**config.mk**
```make
export PLATFORM = sky130hd
export DESIGN_NAME = bp_fetch_ctrl
export DESIGN_NICKNAME = d
export VERILOG_FILES = /design/src/rtl/bp_fetch_pkg.sv /design/src/rtl/bp_dir_pred.sv /design/src/rtl/bp_stage_reg.sv /design/src/rtl/bp_seq_fsm.sv /design/src/rtl/bp_fetch_ctrl.sv
export SDC_FILE = /design/constraint.sdc
export NUM_CORES = 1
export LEC_CHECK = 0
export BUFFER_PORTS_ARGS = -buffer_cell sky130_fd_sc_hd__buf_2
export CELL_PAD_IN_SITES_DETAIL_PLACEMENT = 0
export CELL_PAD_IN_SITES_GLOBAL_PLACEMENT = 1
export CORE_UTILIZATION = 45
export CTS_BUF_LIST = sky130_fd_sc_hd__clkbuf_16
export CTS_CLUSTER_SIZE = 12
export DETAILED_ROUTE_END_ITERATION = 8
export PLACE_DENSITY_LB_ADDON = 0.1
export SLEW_MARGIN = 20
export SYNTH_ARGS = -nofsm -noshare
export SYNTH_HDL_FRONTEND = slang
export SYNTH_SLANG_ARGS = --single-unit
```
**constraint.sdc**
```tcl
create_clock -name clk -period 5.5 [get_ports clk]
set_clock_uncertainty 0.1 [all_clocks]
set_input_delay 0.55 -clock clk [delete_from_list [all_inputs] [get_ports clk]]
set_output_delay 0.55 -clock clk [all_outputs]
set_load 0.05 [all_outputs]
```
**src/rtl/bp_fetch_pkg.sv**
```systemverilog
package bp_fetch_pkg;
    localparam int PC_W       = 32;
    localparam int INSN_BYTES = 4;

    typedef enum logic [1:0] {
        S_RUN   = 2'd0,
        S_SLOT1 = 2'd1,
        S_SLOT2 = 2'd2
    } seq_state_e;

    typedef struct packed {
        logic            valid;
        logic            branch;
        logic            pred_taken;
        logic [PC_W-1:0] pc;
        logic [PC_W-1:0] pred_target;
    } stage_t;
endpackage

```
**src/rtl/bp_dir_pred.sv**
```systemverilog
module bp_dir_pred
    import bp_fetch_pkg::*;
#(
    parameter bit ENABLE = 1'b1
) (
    input  logic [PC_W-1:0] pc_i,
    input  logic            is_branch_i,
    input  logic [PC_W-1:0] offset_i,
    output logic            pred_taken_o,
    output logic [PC_W-1:0] pred_target_o,
    output logic [PC_W-1:0] seq_pc_o
);
    localparam logic [PC_W-1:0] STEP = PC_W'(INSN_BYTES);

    assign pred_target_o = pc_i + offset_i;
    assign seq_pc_o      = pc_i + STEP;

    generate
        if (ENABLE) begin : g_sign
            // backward (negative) offset guessed taken
            assign pred_taken_o = is_branch_i & offset_i[PC_W-1];
        end else begin : g_none
            assign pred_taken_o = 1'b0;
        end
    endgenerate
endmodule

```
**src/rtl/bp_stage_reg.sv**
```systemverilog
module bp_stage_reg
    import bp_fetch_pkg::*;
(
    input  logic   clk,
    input  logic   rst_n,
    input  logic   hold_i,
    input  logic   kill_i,
    input  stage_t d_i,
    output stage_t q_o
);
    always_ff @(posedge clk or negedge rst_n) begin
        if (!rst_n) begin
            q_o <= '0;
        end else if (kill_i) begin
            q_o.valid <= 1'b0;
        end else if (!hold_i) begin
            q_o <= d_i;
        end
    end
endmodule

```
**src/rtl/bp_seq_fsm.sv**
```systemverilog
module bp_seq_fsm
    import bp_fetch_pkg::*;
#(
    parameter bit WAIT_ON_BRANCH = 1'b0
) (
    input  logic clk,
    input  logic rst_n,
    input  logic stall_i,
    input  logic fetch_branch_i,
    output logic bubble_o,
    output logic pc_hold_o,
    output logic resolve_o
);
    seq_state_e state_q, state_d;

    always_ff @(posedge clk or negedge rst_n) begin
        if (!rst_n) state_q <= S_RUN;
        else        state_q <= state_d;
    end

    always_comb begin
        state_d   = state_q;
        bubble_o  = 1'b0;
        pc_hold_o = 1'b0;
        resolve_o = 1'b0;
        unique case (state_q)
            S_RUN: begin
                pc_hold_o = WAIT_ON_BRANCH & fetch_branch_i;
                if (WAIT_ON_BRANCH && fetch_branch_i && !stall_i)
                    state_d = S_SLOT1;
            end
            S_SLOT1: begin
                bubble_o  = 1'b1;
                pc_hold_o = 1'b1;
                if (!stall_i) state_d = S_SLOT2;
            end
            S_SLOT2: begin
                bubble_o  = 1'b1;
                resolve_o = !stall_i;
                if (!stall_i) state_d = S_RUN;
            end
            default: state_d = S_RUN;
        endcase
    end
endmodule

```
**src/rtl/bp_fetch_ctrl.sv**
```systemverilog
module bp_fetch_ctrl
    import bp_fetch_pkg::*;
#(
    parameter bit PREDICT_BTFN = 1'b1
) (
    input  logic            clk,
    input  logic            rst_n,
    input  logic            stall_i,
    input  logic            if_branch_i,
    input  logic [PC_W-1:0] if_offset_i,
    input  logic            ex_taken_i,
    input  logic [PC_W-1:0] ex_target_i,
    output logic [PC_W-1:0] fetch_pc_o,
    output logic            id_valid_o,
    output logic [PC_W-1:0] id_pc_o,
    output logic            ex_valid_o,
    output logic [PC_W-1:0] ex_pc_o,
    output logic            ex_branch_o,
    output logic            mispredict_o,
    output logic            flush_o,
    output logic            redirect_o
);
    localparam logic [PC_W-1:0] STEP = PC_W'(INSN_BYTES);

    logic [PC_W-1:0] pc_q, pc_d, pred_target, seq_pc, recover_pc;
    logic            pred_taken, mispredict, bubble, pc_hold, resolve, hold;
    stage_t          ifid_d, ifid_q, idex_q;

    bp_dir_pred #(.ENABLE(PREDICT_BTFN)) u_pred (
        .pc_i         (pc_q),
        .is_branch_i  (if_branch_i),
        .offset_i     (if_offset_i),
        .pred_taken_o (pred_taken),
        .pred_target_o(pred_target),
        .seq_pc_o     (seq_pc)
    );

    bp_seq_fsm #(.WAIT_ON_BRANCH(!PREDICT_BTFN)) u_seq (
        .clk           (clk),
        .rst_n         (rst_n),
        .stall_i       (stall_i),
        .fetch_branch_i(if_branch_i),
        .bubble_o      (bubble),
        .pc_hold_o     (pc_hold),
        .resolve_o     (resolve)
    );

    generate
        if (PREDICT_BTFN) begin : g_cmp
            assign mispredict = idex_q.valid & idex_q.branch &
                ((ex_taken_i != idex_q.pred_taken) |
                 (ex_taken_i & (ex_target_i != idex_q.pred_target)));
        end else begin : g_nocmp
            assign mispredict = 1'b0;
        end
    endgenerate

    assign recover_pc = ex_taken_i ? ex_target_i : (idex_q.pc + STEP);
    assign hold       = stall_i & ~mispredict;

    always_comb begin
        ifid_d.valid       = ~bubble;
        ifid_d.branch      = if_branch_i;
        ifid_d.pred_taken  = pred_taken;
        ifid_d.pc          = pc_q;
        ifid_d.pred_target = pred_target;
    end

    bp_stage_reg u_ifid (
        .clk   (clk),
        .rst_n (rst_n),
        .hold_i(hold),
        .kill_i(mispredict),
        .d_i   (ifid_d),
        .q_o   (ifid_q)
    );

    bp_stage_reg u_idex (
        .clk   (clk),
        .rst_n (rst_n),
        .hold_i(hold),
        .kill_i(mispredict),
        .d_i   (ifid_q),
        .q_o   (idex_q)
    );

    always_comb begin
        if (mispredict)      pc_d = recover_pc;
        else if (stall_i)    pc_d = pc_q;
        else if (resolve)    pc_d = recover_pc;
        else if (pc_hold)    pc_d = pc_q;
        else if (pred_taken) pc_d = pred_target;
        else                 pc_d = seq_pc;
    end

    always_ff @(posedge clk or negedge rst_n) begin
        if (!rst_n) pc_q <= '0;
        else        pc_q <= pc_d;
    end

    assign fetch_pc_o   = pc_q;
    assign id_valid_o   = ifid_q.valid;
    assign id_pc_o      = ifid_q.pc;
    assign ex_valid_o   = idex_q.valid;
    assign ex_pc_o      = idex_q.pc;
    assign ex_branch_o  = idex_q.branch;
    assign mispredict_o = mispredict;
    assign flush_o      = mispredict;
    assign redirect_o   = mispredict | resolve;
endmodule

```
Word-level counts from Yosys, hierarchy flattened
Cells that the tools add are included.

word-level totals
  output and inout bits = 102
  input bits = 69
  word-level logic and storage cells = 57
  flip-flop bits (word level) = 168

operators by class
  mux-type cells = 16
  bitwise operators = 11
  reductions and logical operators = 6
  add/subtract/negate cells = 3
  equal/unequal tests = 9

operator list
  cell                                                                      count
  32-bit two-way mux                                                        6
  67-bit two-way mux                                                        2
  32-bit by 3-bit adder with 32-bit output (second input constant)          2
  32-bit adder                                                              1
  32-bit inequality test                                                    1
  2-bit inequality test (second input constant)                             3
  2-bit one-hot mux with 3 select lines                                     1
  1-bit bitwise AND                                                         5
  1-bit two-way mux                                                         5
  2-bit two-way mux                                                         2
  1-bit NOT                                                                 4
  2-bit AND reduction                                                       2
  3-bit by 2-bit inequality test with 1-bit output (second input constant)  1
  3-bit AND reduction                                                       1
  2-bit by 1-bit equality test with 1-bit output (second input constant)    1
  2-bit equality test (second input constant)                               1
  2-bit logical NOT                                                         1
  2-bit by 1-bit inequality test with 1-bit output (second input constant)  1
  1-bit OR                                                                  2
  2-bit OR reduction                                                        1
  1-bit logical NOT                                                         1
  1-bit inequality test                                                     1

Depth between registers and ports, before layout
Gate-level depths: netlist (run 1).

  word-level depth = 8
  mapped depth = 11
  depth with buffers taken out = 10

Cells and area by module
A second synthesis (run 1) with hierarchy kept.

second synthesis, totals
  cell total of the unflattened synthesis = 1,090
  area, all modules = 11,491.0 µm²

by module, submodules not included
  module         cells an instance  times used  area an instance (µm²)  seq. area each (µm²)
  bp_stage_reg   143                2           2,671.3                 1,676.6
  bp_fetch_ctrl  466                1           3,793.6                 800.8
  bp_dir_pred    334                1           2,328.5                 0.0
  bp_seq_fsm     4                  1           26.3                    0.0

Least setup slack after synthesis (run 1)
OpenSTA, ideal clock, no wires.

  path type = input to register
  from = in if_offset_i[0]
  to = reg u_ifid.q_o[26] (netlist bit)
  path buffers = 0
  path slack = 2.360 ns
  required time = 5.275 ns
  stages = 10
  arrival time = 2.916 ns
  library setup time = 0.125 ns
  path through = ha_1 fa_1 a21o_1 a221o_2 a221oi_2 o2111a_2 o41a_4 o21bai_1 xnor2_1 mux2_2

between the ends
  word-level cells in the longest chain between the ends = 1

ends and longest elaborated chain
  what                  RTL line             RTL
  start, declared       bp_fetch_ctrl.sv:10  input logic [PC_W-1:0] if_offset_i,
  32-bit adder          bp_dir_pred.sv:15    assign pred_target_o = pc_i + offset_i;
  end signal, assigned  bp_stage_reg.sv:17   q_o <= d_i;
  end, declared         bp_stage_reg.sv:9    output stage_t q_o

Every way passes these cells.
A chain may end at the register's enable or synchronous reset.

Final worst setup path (run 1)
  from = reg u_idex.q_o[28] (netlist bit)
  to = reg u_ifid.q_o[16] (netlist bit)

between the ends
  word-level cells in the longest chain between the ends = 8

ends and longest elaborated chain
  what                               RTL line             RTL
  start, declared                    bp_stage_reg.sv:9
  start signal, assigned             bp_stage_reg.sv:17
  32-bit inequality test (*)         bp_fetch_ctrl.sv:52  (ex_taken_i & (ex_target_i != idex_q.pred_target)));
  1-bit bitwise AND (*)              bp_fetch_ctrl.sv:52
  1-bit OR (*)                       bp_fetch_ctrl.sv:51  ((ex_taken_i != idex_q.pred_taken) |
  1-bit bitwise AND (*)              bp_fetch_ctrl.sv:50  assign mispredict = idex_q.valid & idex_q.branch &
  1-bit NOT (no line) (*)            -
  1-bit bitwise AND                  bp_fetch_ctrl.sv:59  assign hold = stall_i & ~mispredict;
  1-bit NOT (no line)                -
  2-bit AND reduction (no line) (*)  -

Every way passes the cells marked *; elsewhere a longest branch is shown, timed or not.

==> results of run 1 <==
==> worst max path at each step <==
stage | from | to | slack, ns | cells past startpoint
floorplan | if_offset_i[0] | u_ifid.q_o[26]$_DFFE_PN0P_ | 2.36 | 10
global placement | ex_target_i[2] | fetch_pc_o[28]$_DFFE_PN0P_ | 1.77 | 9
detailed placement | ex_target_i[2] | fetch_pc_o[28]$_DFFE_PN0P_ | 1.73 | 9
CTS | u_idex.q_o[28]$_DFFE_PN0P_ | mispredict_o | 1.96 | 7
global route | u_idex.q_o[28]$_DFFE_PN0P_ | u_idex.q_o[62]$_DFFE_PN0P_ | 1.74 | 10
finish | u_idex.q_o[28]$_DFFE_PN0P_ | u_ifid.q_o[16]$_DFFE_PN0P_ | 1.98 | 9
==> where the power goes <==
group	internal [mW]	total [mW]	switching (mW)
clock	0.671	1.19	0.520
sequential	1.82	2.62	0.794
combinational	1.34	4.56	3.21
total	3.84	8.36	4.53
==> registers in the layout (all words and copies together), names as in the netlist <==
register,count
u_idex.q_o,67
fetch_pc_o,32
u_ifid.q_o,67
==> metal layers <==
metal	part of all wire [%]	routed length, microns	vias to the layer above	global-route usage [%]
li1	-	-	4600	-
met1	54	17500	4454	43.8
met2	39	12600	311	35.7
met3	5.1	1650	28	2.87
met4	1.5	481	0	7.44
met5	0	0	-	0
==> kinds of logic after synthesis <==
group | share of synthesized area [%]
compound gates | 15.0
xor+xnor | 7.46
fa+ha+maj | 3.96
buf+inv | 10.1
flops | 38.0
mux | 1.97
simple gates | 23.5
==> area by class of cell <==
cell class / count / area share [%]
flip-flops and latches: 166 / 35.0
clock inverters: 15 / 1.28
multi-input cells: 1010 / 48.0
well taps: 319 / 3.37
repair buffers: 181 / 8.03
inverters: 23 / 0.728
clock buffers: 17 / 3.59
==> cells in the final DEF, fill, tap and decap left out, types with 10 or more instances in the layout <==
cell                          n
sky130_fd_sc_hd__mux2i_1     17
sky130_fd_sc_hd__o22ai_1     12
sky130_fd_sc_hd__a21o_1      10
sky130_fd_sc_hd__a21oi_1     68
sky130_fd_sc_hd__o21ai_0     64
sky130_fd_sc_hd__xor2_1      51
sky130_fd_sc_hd__nand2_1    444
sky130_fd_sc_hd__o21ai_1     15
sky130_fd_sc_hd__a31oi_1     11
sky130_fd_sc_hd__xnor2_1     42
sky130_fd_sc_hd__nand3_1     25
sky130_fd_sc_hd__clkbuf_16   17
sky130_fd_sc_hd__nor4_1      12
sky130_fd_sc_hd__dfrtp_1    166
sky130_fd_sc_hd__buf_4       10
sky130_fd_sc_hd__inv_1       24
sky130_fd_sc_hd__nand4_1     23
sky130_fd_sc_hd__buf_2      169
sky130_fd_sc_hd__and3_1      13
sky130_fd_sc_hd__ha_1        33
sky130_fd_sc_hd__nor2_1      49
==> worst register-to-register path: stages, from the launching register on <==
cell and delay, ns:
sky130_fd_sc_hd__dfrtp_1 0.41, sky130_fd_sc_hd__xor2_1 0.21, sky130_fd_sc_hd__nor4_1 0.42, sky130_fd_sc_hd__nand4_1 0.15
sky130_fd_sc_hd__nor4_1 0.49, sky130_fd_sc_hd__a21oi_4 0.23, sky130_fd_sc_hd__or2_4 0.59, sky130_fd_sc_hd__buf_4 0.54
sky130_fd_sc_hd__nand2_1 0.14, sky130_fd_sc_hd__o21ai_0 0.09
==> results.py, run 1 <==
metrics = {
    "worst_setup_path": {
        "timing.critical_path.to_type": "flip-flop",
        "worstPathArrival_ns": 3.70,
        "worst_ep_required_time_ns": 5.68,
        "r2r-end": "u_ifid.q_o[16]$_DFFE_PN0P_",
        "critical_path.max_fanout": 95,
        "path_class": "reg -> reg",
        "cp_common_cell": "sky130_fd_sc_hd__nor4_1",
        "cp_max_stage_cell": "sky130_fd_sc_hd__or2_4",
        "r2r.worst_path.cells": 9,
        "r2r-start": "u_idex.q_o[28]$_DFFE_PN0P_",
        "cpLargestDelayFamily": "simple AND/OR/NAND/NOR gates",
        "critical-path-max-stage-delay_ns": 0.59,
        "rrSetupSlack_ns": 1.98,
        "critical_path.startpoint_type": "flip-flop",
        "path_cells": "xor2_1 > nor4_1 > nand4_1 > nor4_1 > a21oi_4 > or2_4 > buf_4 > nand2_1 > o21ai_0",
        "path_buf_inv": 1,
    },
    "route": {
        "drt-initial-drc-count": 937,
        "route.detailed.vias_per_inst": 5.43,
        "dr.pass1.iters": 5,
        "drc": 0,
        "antenna_viol_nets_final": 0,
        "wirelength_mm": 32.2,
        "wl_per_cell_microns": 18.6,
        "vias": 9393,
    },
    "placement": {
        "placed_cells_incl_taps": 1699,
        "place.gp.congestion": 0.890,
        "hpwl_mm": 24.2,
        "placement.io_buffers": 170,
        "placement.cell_area_sq_um": 11300,
        "dp_worst_slack_ns": 1.73,
    },
    "timing": {
        "hold_viol_final": 0,
        "report.final.slew_viol_count": 0,
        "layout_min_cycle_time_ns": 3.52,
        "max_clock_freq_ghz": 0.284,
        "fin_crit_sh_pct": 64.0,
        "rsz0062_at_grt": "false",
        "totalNegativeSetupSlack_ns": 0,
        "fin_worst_hold_slack_ns": 0.0585,
        "tightest_slew_ns": 1.09,
        "final_critical_path_setup_slack_ns": 1.98,
        "worst_slew_margin_relative_to_its_limit_pct": 27.4,
        "setup_viol": 0,
    },
    "synth": {
        "synthMostInstantiatedCell": "sky130_fd_sc_hd__nand2_1",
        "mappedNetlistNets": 1467,
        "syn-cell-area_sq_um": 10900,
        "synth-edff-count": 0,
        "postSynth.topFlopCell": "sky130_fd_sc_hd__dfrtp_1",
        "postSynthRegisterBits": 166,
        "synth_top_cells_by_area": "sky130_fd_sc_hd__dfrtp_1 (38%), sky130_fd_sc_hd__nand2_1 (15%), sky130_fd_sc_hd__buf_4 (6.7%)",
        "netlist.top_cell.by_area": "sky130_fd_sc_hd__dfrtp_1",
        "synth.yosys.warnings": 0,
        "post_synthesis_cell_count": 1364,
        "synth.top_cells.by_count": "sky130_fd_sc_hd__nand2_1 (444), sky130_fd_sc_hd__dfrtp_1 (166), sky130_fd_sc_hd__buf_4 (98)",
        "post_synth.cell_area_avg_sq_um": 8.01,
        "asyncSetResetFlopFracSynth_pct": 100,
        "synth_top_cell_area_share_pct": 38.0,
        "synth_seq_area_share_pct": 38.0,
        "synth.distinct_cells": 74,
    },
    "cells_and_area": {
        "drive_gt1_share_pct": 16.7,
        "insertedDiodeCount": 0,
        "multi_input_area_sq_um": 5690,
        "regArea_sq_um": 4150,
        "layout.cells.non_filler": 1731,
        "synthToLayoutAreaGrowth_pct": 8.53,
        "fin_util_pct": 50.2,
        "num-nets-final": 1502,
        "num-fill-cells": 2428,
        "final_cell_area_sq_um": 11900,
    },
    "cts": {
        "cts_root_buffer": "sky130_fd_sc_hd__clkbuf_16",
        "ctsHtreeMaxLevel": 4,
        "clock_insertion_delay_worst_skew_ns": 0.43,
        "cts_tree": "yes",
        "tritoncts.num_buffers": 17,
        "post_cts_resize_count": 0,
        "clkSinkCount": 166,
        "clk_path_buf_depth": 2,
        "postCtsHoldBufs": 0,
        "cts.clk_slew.worst_paths_ns": 0.07,
        "cts_setup_buffers": 0,
    },
    "global_routing": {
        "grt_pass1_wl_mm": 49.7,
        "grt_max_degree": 96,
        "number_of_antenna_violations_at_the_first_check_in_global_routing": 0,
        "first_global_vias": 8626,
        "grt_util_all_layers_pct": 26.7,
        "grt-ovfl-total": 0,
    },
    "floorplanning": {
        "i_o_pin_total": 171,
        "core_region_area_sq_um": 23600,
        "row_count": 56,
        "die_outline_height_microns": 158,
        "die_width_microns": 158,
        "initial_utilization_pct": 46.3,
        "floorplan.die_area_sq_um": 24900,
    },
    "power": {
        "powerDensity_nw_per_um2": 705,
        "total_power_mw": 8.36,
        "cellLeakagePower_nw": 5.76,
        "irDropWorstVdd_mv": 0.376,
    },
    "min_path": {
        "worst_hold_path_class": "in -> async",
    },
    "outcome": {
        "outcome": "complete, no violations",
    },
    "run": {
        "drv_cap": 0,
    },
}
(Power assumes the default switching activity.)
==> run 2, diff against run 1 <==
- CORE_UTILIZATION: 45 -> 43
- clock period: 5.5 -> 3.59 ns (I/O delays scaled with it)
==> run 2 against run 1 <==
Clock power up 41%. Utilization down 1.0 points. Critical path depth is 2 lower. Largest cell class unchanged. Highest routed layer unchanged.
==> results.py, run 2 (same netlist as run 1, synthesis figures left out) <==
metrics = {
    "outcome": {
        "outcome": "complete, no violations",
    },
    "placement": {
        "dp_worst_slack_ns": 0.277,
        "place.gp.congestion": 0.878,
        "placement.io_buffers": 170,
        "hpwl_mm": 26.2,
    },
    "cells_and_area": {
        "drive_gt1_share_pct": 18.5,
        "regArea_sq_um": 4150,
        "num-fill-cells": 2519,
        "mostFrequentLayoutCell": "sky130_fd_sc_hd__nand2_1",
        "num-nets-final": 1536,
        "multi_input_area_sq_um": 5690,
        "layout.cells.most_common_list": "sky130_fd_sc_hd__nand2_1 (444), sky130_fd_sc_hd__buf_2 (169), sky130_fd_sc_hd__dfrtp_1 (166)",
        "fin_util_pct": 49.2,
        "synthToLayoutAreaGrowth_pct": 10.7,
        "insertedDiodeCount": 0,
    },
    "route": {
        "wirelength_mm": 34.3,
        "drc": 0,
        "antenna_viol_nets_final": 0,
        "drt-initial-drc-count": 966,
        "dr.pass1.iters": 5,
        "wl_per_cell_microns": 19.4,
        "vias": 9522,
        "route.detailed.vias_per_inst": 5.39,
    },
    "floorplanning": {
        "die_outline_height_microns": 161,
        "core_region_area_sq_um": 24600,
        "floorplan.die_area_sq_um": 26000,
        "die_width_microns": 161,
        "i_o_pin_total": 171,
        "initial_utilization_pct": 44.4,
        "row_count": 57,
    },
    "cts": {
        "post_cts_resize_count": 0,
        "clkSinkCount": 166,
        "cts_tree": "yes",
        "ctsHtreeMaxLevel": 4,
        "clk_path_buf_depth": 2,
        "cts_setup_buffers": 0,
        "cts_root_buffer": "sky130_fd_sc_hd__clkbuf_16",
        "tritoncts.num_buffers": 17,
        "clock_insertion_delay_worst_skew_ns": 0.43,
        "cts.clk_slew.worst_paths_ns": 0.07,
    },
    "global_routing": {
        "grt-ovfl-total": 0,
        "grt_max_degree": 77,
        "grt_util_all_layers_pct": 27.0,
        "first_global_vias": 8794,
        "number_of_antenna_violations_at_the_first_check_in_global_routing": 0,
        "grt_pass1_wl_mm": 53.0,
    },
    "worst_setup_path": {
        "cp_max_stage_cell": "sky130_fd_sc_hd__nor4_1",
        "worst_ep_required_time_ns": 3.13,
        "worstSetupStartpoint": "u_idex.q_o[28]$_DFFE_PN0P_",
        "worstPathArrival_ns": 2.87,
        "r2r-start": "fetch_pc_o[0]$_DFFE_PN0P_",
        "r2r.worst_path.cells": 10,
        "path_buf_inv": 2,
        "path_class": "reg -> out",
        "timing.critical_path.to_type": "output port",
        "r2r-end": "u_ifid.q_o[26]$_DFFE_PN0P_",
        "critical_path.max_fanout": 67,
        "rrSetupSlack_ns": 0.34,
        "critical-path-max-stage-delay_ns": 0.49,
        "critical_path.startpoint_type": "flip-flop",
        "cpLargestDelayFamily": "simple AND/OR/NAND/NOR gates",
        "path_cells": "xor2_1 > nor4_1 > nand4_1 > nor4_1 > a21oi_4 > buf_4 > buf_2",
        "timing.critical_path.depth": 7,
        "crit_path_end": "mispredict_o",
        "cp_common_cell": "sky130_fd_sc_hd__nor4_1",
    },
    "timing": {
        "hold_viol_final": 0,
        "layout_min_cycle_time_ns": 3.33,
        "totalNegativeSetupSlack_ns": 0,
        "report.final.slew_viol_count": 0,
        "worst_slew_margin_relative_to_its_limit_pct": 39.1,
        "setup_viol": 0,
        "tightest_slew_ns": 0.910,
        "rsz0062_at_grt": "false",
        "fin_crit_sh_pct": 92.6,
        "fin_worst_hold_slack_ns": 0.109,
        "max_clock_freq_ghz": 0.301,
        "final_critical_path_setup_slack_ns": 0.265,
    },
    "power": {
        "powerDensity_nw_per_um2": 1070,
        "total_power_mw": 12.9,
        "cellLeakagePower_nw": 5.89,
        "irDropWorstVdd_mv": 0.582,
    },
    "run": {
        "drv_cap": 0,
    },
    "min_path": {
        "worst_hold_path_class": "in -> reg",
    },
}
==> run 2: worst min-delay path by stage <==
stage | to | slack, ns | cells past startpoint | startpoint
after floorplan | fetch_pc_o[0]$_DFFE_PN0P_ | -0.04 | 0 | rst_n
after global placement | u_idex.q_o[34]$_DFFE_PN0P_ | 0.32 | 1 | rst_n
after detailed placement | u_idex.q_o[34]$_DFFE_PN0P_ | 0.32 | 1 | rst_n
after CTS | u_ifid.q_o[65]$_DFFE_PN0P_ | 0.10 | 3 | if_branch_i
after global routing | u_ifid.q_o[65]$_DFFE_PN0P_ | 0.10 | 3 | if_branch_i
final | u_ifid.q_o[65]$_DFFE_PN0P_ | 0.11 | 3 | if_branch_i
==> run 2: final cells by class <==
cell class | count | area share, %
multi-input combinational | 1010 | 47.0
sequential | 166 | 34.3
timing repair buffer | 215 | 10.2
clock buffer | 17 | 3.52
tap | 324 | 3.35
clock inverter | 13 | 0.848
inverter | 23 | 0.714
==> run 2: routing by layer <==
layer  track usage [%]  vias up  routed length [microns]
met1              45.6     4464                    18300
met2              35.1      367                    13100
met4              4.72        0                      276
met5                 0        -                        0
li1                  -     4675                        -
met3              4.19       16                     2610
==> run 2: metrics by stage <==
step / instance area [sq um] / std cells
detailed placement: 11600 / 1737
global placement: 11600 / 1737
finish: 12100 / 1768
global route: 12100 / 1768
floorplan: 10900 / 1364
CTS: 12100 / 1768
==> run 2: what timing repair did <==
action	CTS	global route
hold buffers	1	0
setup endpoints to repair	0	0
endpoints found under the hold margin	64	0
==> run 2: worst register-to-register path, stage by stage (launching register included) <==
cell	delay, ns
sky130_fd_sc_hd__dfrtp_1	0.41
sky130_fd_sc_hd__ha_1	0.25
sky130_fd_sc_hd__fa_1	0.41
sky130_fd_sc_hd__a21o_1	0.23
sky130_fd_sc_hd__a221o_2	0.39
sky130_fd_sc_hd__a221oi_2	0.36
sky130_fd_sc_hd__o2111a_2	0.31
sky130_fd_sc_hd__o41a_4	0.19
sky130_fd_sc_hd__o21bai_1	0.09
sky130_fd_sc_hd__xnor2_1	0.14
sky130_fd_sc_hd__mux2_2	0.26
==> run 2: report_power, final <==
part	internal, mW	switching, mW
sequential	2.80	0.912
clock	0.884	0.798
combinational	2.25	5.29
total	5.93	7.00
==> run 3, diff against run 2 <==
- BUFFER_PORTS_ARGS: -buffer_cell sky130_fd_sc_hd__buf_2 -> -buffer_cell sky130_fd_sc_hd__clkbuf_2
- CORE_MARGIN: unset -> 8
- RECOVER_POWER: unset -> 100
==> run 3 against run 2 <==
Via count down 0.30%. Global-route usage is 4.0 points lower. Power about the same. The flow now finishes with violations (capacitance limit, slew limit). Sequential share of layout area up 0.34 points. Utilization fell by 1.3 points. Routed wire length is 4.0% higher.
==> results.py, run 3 (same netlist as run 1, synthesis figures left out) <==
metrics = {
    "cells_and_area": {
        "drive_gt1_share_pct": 11.4,
        "final_cell_area_sq_um": 12000,
        "layout.cells.non_filler": 1775,
        "layout.cells.most_common_list": "sky130_fd_sc_hd__nand2_1 (444), sky130_fd_sc_hd__dfrtp_1 (166), sky130_fd_sc_hd__clkbuf_1 (100)",
        "num-nets-final": 1535,
        "insertedDiodeCount": 0,
        "mostFrequentLayoutCell": "sky130_fd_sc_hd__nand2_1",
        "synthToLayoutAreaGrowth_pct": 9.63,
    },
    "timing": {
        "tightest_slew_ns": 2.09,
        "totalNegativeSetupSlack_ns": 0,
        "setup_viol": 0,
        "final_critical_path_setup_slack_ns": 0.223,
        "worst_slew_margin_relative_to_its_limit_pct": -39.5,
        "report.final.slew_viol_count": 79,
        "layout_min_cycle_time_ns": 3.37,
        "hold_viol_final": 0,
        "fin_crit_sh_pct": 93.8,
        "max_clock_freq_ghz": 0.297,
        "rsz0062_at_grt": "false",
    },
    "placement": {
        "place.gp.congestion": 0.866,
        "placed_cells_incl_taps": 1742,
        "placement.io_buffers": 170,
        "hpwl_mm": 27.2,
        "dp_worst_slack_ns": 0.295,
        "placement.cell_area_sq_um": 11600,
    },
    "cts": {
        "cts_setup_buffers": 0,
        "clk_path_buf_depth": 2,
        "cts_root_buffer": "sky130_fd_sc_hd__clkbuf_16",
        "clock_insertion_delay_worst_skew_ns": 0.44,
        "cts.clk_slew.worst_paths_ns": 0.08,
        "ctsHtreeMaxLevel": 4,
        "post_cts_resize_count": 0,
        "clkSinkCount": 166,
        "tritoncts.num_buffers": 17,
        "cts_tree": "yes",
    },
    "worst_setup_path": {
        "path_class": "reg -> reg",
        "critical-path-max-stage-delay_ns": 0.42,
        "r2r-end": "fetch_pc_o[28]$_DFFE_PN0P_",
        "path_cells": "ha_1 > fa_1 > a21o_1 > a221o_2 > a22oi_1 > a41oi_1 > a21oi_2 > mux2_1 > a31oi_1 > o221ai_1",
        "crit_path_end": "fetch_pc_o[28]$_DFFE_PN0P_",
        "critical_path.startpoint_type": "flip-flop",
        "r2r.worst_path.cells": 10,
        "cpLargestDelayFamily": "compound AO/OA/AOI/OAI gates",
        "path_buf_inv": 0,
        "worstPathArrival_ns": 3.57,
        "timing.critical_path.depth": 10,
        "worst_ep_required_time_ns": 3.80,
        "critical_path.max_fanout": 4,
        "cp_max_stage_cell": "sky130_fd_sc_hd__dfrtp_1",
        "worstSetupStartpoint": "fetch_pc_o[0]$_DFFE_PN0P_",
        "rrSetupSlack_ns": 0.22,
        "r2r-start": "fetch_pc_o[0]$_DFFE_PN0P_",
        "timing.critical_path.to_type": "flip-flop",
    },
    "route": {
        "dr.pass1.iters": 5,
        "wl_per_cell_microns": 20.1,
        "antenna_viol_nets_final": 0,
        "drt-initial-drc-count": 915,
        "drc": 0,
        "wirelength_mm": 35.6,
        "route.detailed.vias_per_inst": 5.35,
        "vias": 9493,
    },
    "min_path": {
        "worst_hold_path_class": "in -> reg",
    },
    "global_routing": {
        "grt_pass1_wl_mm": 54.8,
        "grt-ovfl-total": 0,
        "number_of_antenna_violations_at_the_first_check_in_global_routing": 0,
        "grt_max_degree": 94,
        "grt_util_all_layers_pct": 23.0,
        "first_global_vias": 9100,
    },
    "floorplanning": {
        "i_o_pin_total": 171,
        "core_region_area_sq_um": 25000,
        "die_width_microns": 175,
        "die_outline_height_microns": 175,
        "row_count": 58,
        "initial_utilization_pct": 43.6,
        "floorplan.die_area_sq_um": 30800,
    },
    "power": {
        "cellLeakagePower_nw": 5.59,
        "irDropWorstVdd_mv": 0.588,
        "powerDensity_nw_per_um2": 1080,
    },
    "outcome": {
        "outcome": "finished, violations left",
        "violations": "capacitance limit, slew limit",
    },
    "run": {
        "drv_cap": 1,
    },
}
-- run 3: cell count changes in the layout (fill, tap and decap cells not counted), sizes merged --
cell | previous run | this run
bufinv | 0 | 1
clkinvlp | 5 | 3
buf | 214 | 40
clkbuf | 17 | 190
inv | 27 | 29
clkinv | 4 | 5
-- run 3: per-layer routing --
layer	share of wire, %	GRT usage, %	routed length [microns]
met1	54	37.6	19300
met2	39	30.3	13800
met5	0	0	0
met4	0.80	4.45	285
met3	6.1	3.95	2160
-- run 3: through the flow --
step           hold slack, ns  total power, mW  utilization (%)
6_report                0.120             12.9             47.8
3_5_place_dp            0.351             11.3             46.3
4_1_cts                0.0918             13.1             48.6
3_3_place_gp            0.348             11.2             46.3
5_1_grt                0.0929             13.8             47.8
2_1_floorplan         -0.0366             9.64                -
-- run 3: worst min-delay path: stages --
cell and delay, ns:
sky130_fd_sc_hd__clkbuf_2 0.13, sky130_fd_sc_hd__nand2_1 0.07, sky130_fd_sc_hd__nand2_1 0.05
-- run 3: cell type report --
cell class	count	area [sq um]
Sequential cell	166	4150
Clock inverter	15	144
Clock buffer	17	425
Multi-Input combinational cell	1010	5660
Fill cell	2615	13100
Inverter	23	86.3
Timing Repair Buffer	214	1100
Tap cell	330	413
-- run 3: power by group --
part	total, mW	internal (mW)	switching, mW
clock network	1.81	0.971	0.839
logic	7.43	2.07	5.36
registers	3.70	2.80	0.902
total	12.9	5.84	7.10
-- run 3: worst min path at each step --
stage | start | to | slack [ns] | depth (start not counted)
detailed placement | u_ifid.q_o[8]$_DFFE_PN0P_ | u_idex.q_o[8]$_DFFE_PN0P_ | 0.35 | 2
finish | if_branch_i | u_ifid.q_o[65]$_DFFE_PN0P_ | 0.12 | 3
CTS | if_branch_i | u_ifid.q_o[65]$_DFFE_PN0P_ | 0.09 | 3
global route | if_branch_i | u_ifid.q_o[65]$_DFFE_PN0P_ | 0.09 | 3
global placement | u_ifid.q_o[15]$_DFFE_PN0P_ | u_idex.q_o[15]$_DFFE_PN0P_ | 0.35 | 2
floorplan | rst_n | fetch_pc_o[0]$_DFFE_PN0P_ | -0.04 | 0
-- run 3: timing repair --
action / 4_1_cts / 5_1_grt
hold buffers: 1 / 0
hold endpoints to repair: 76 / 0
setup endpoints to repair: 0 / 0
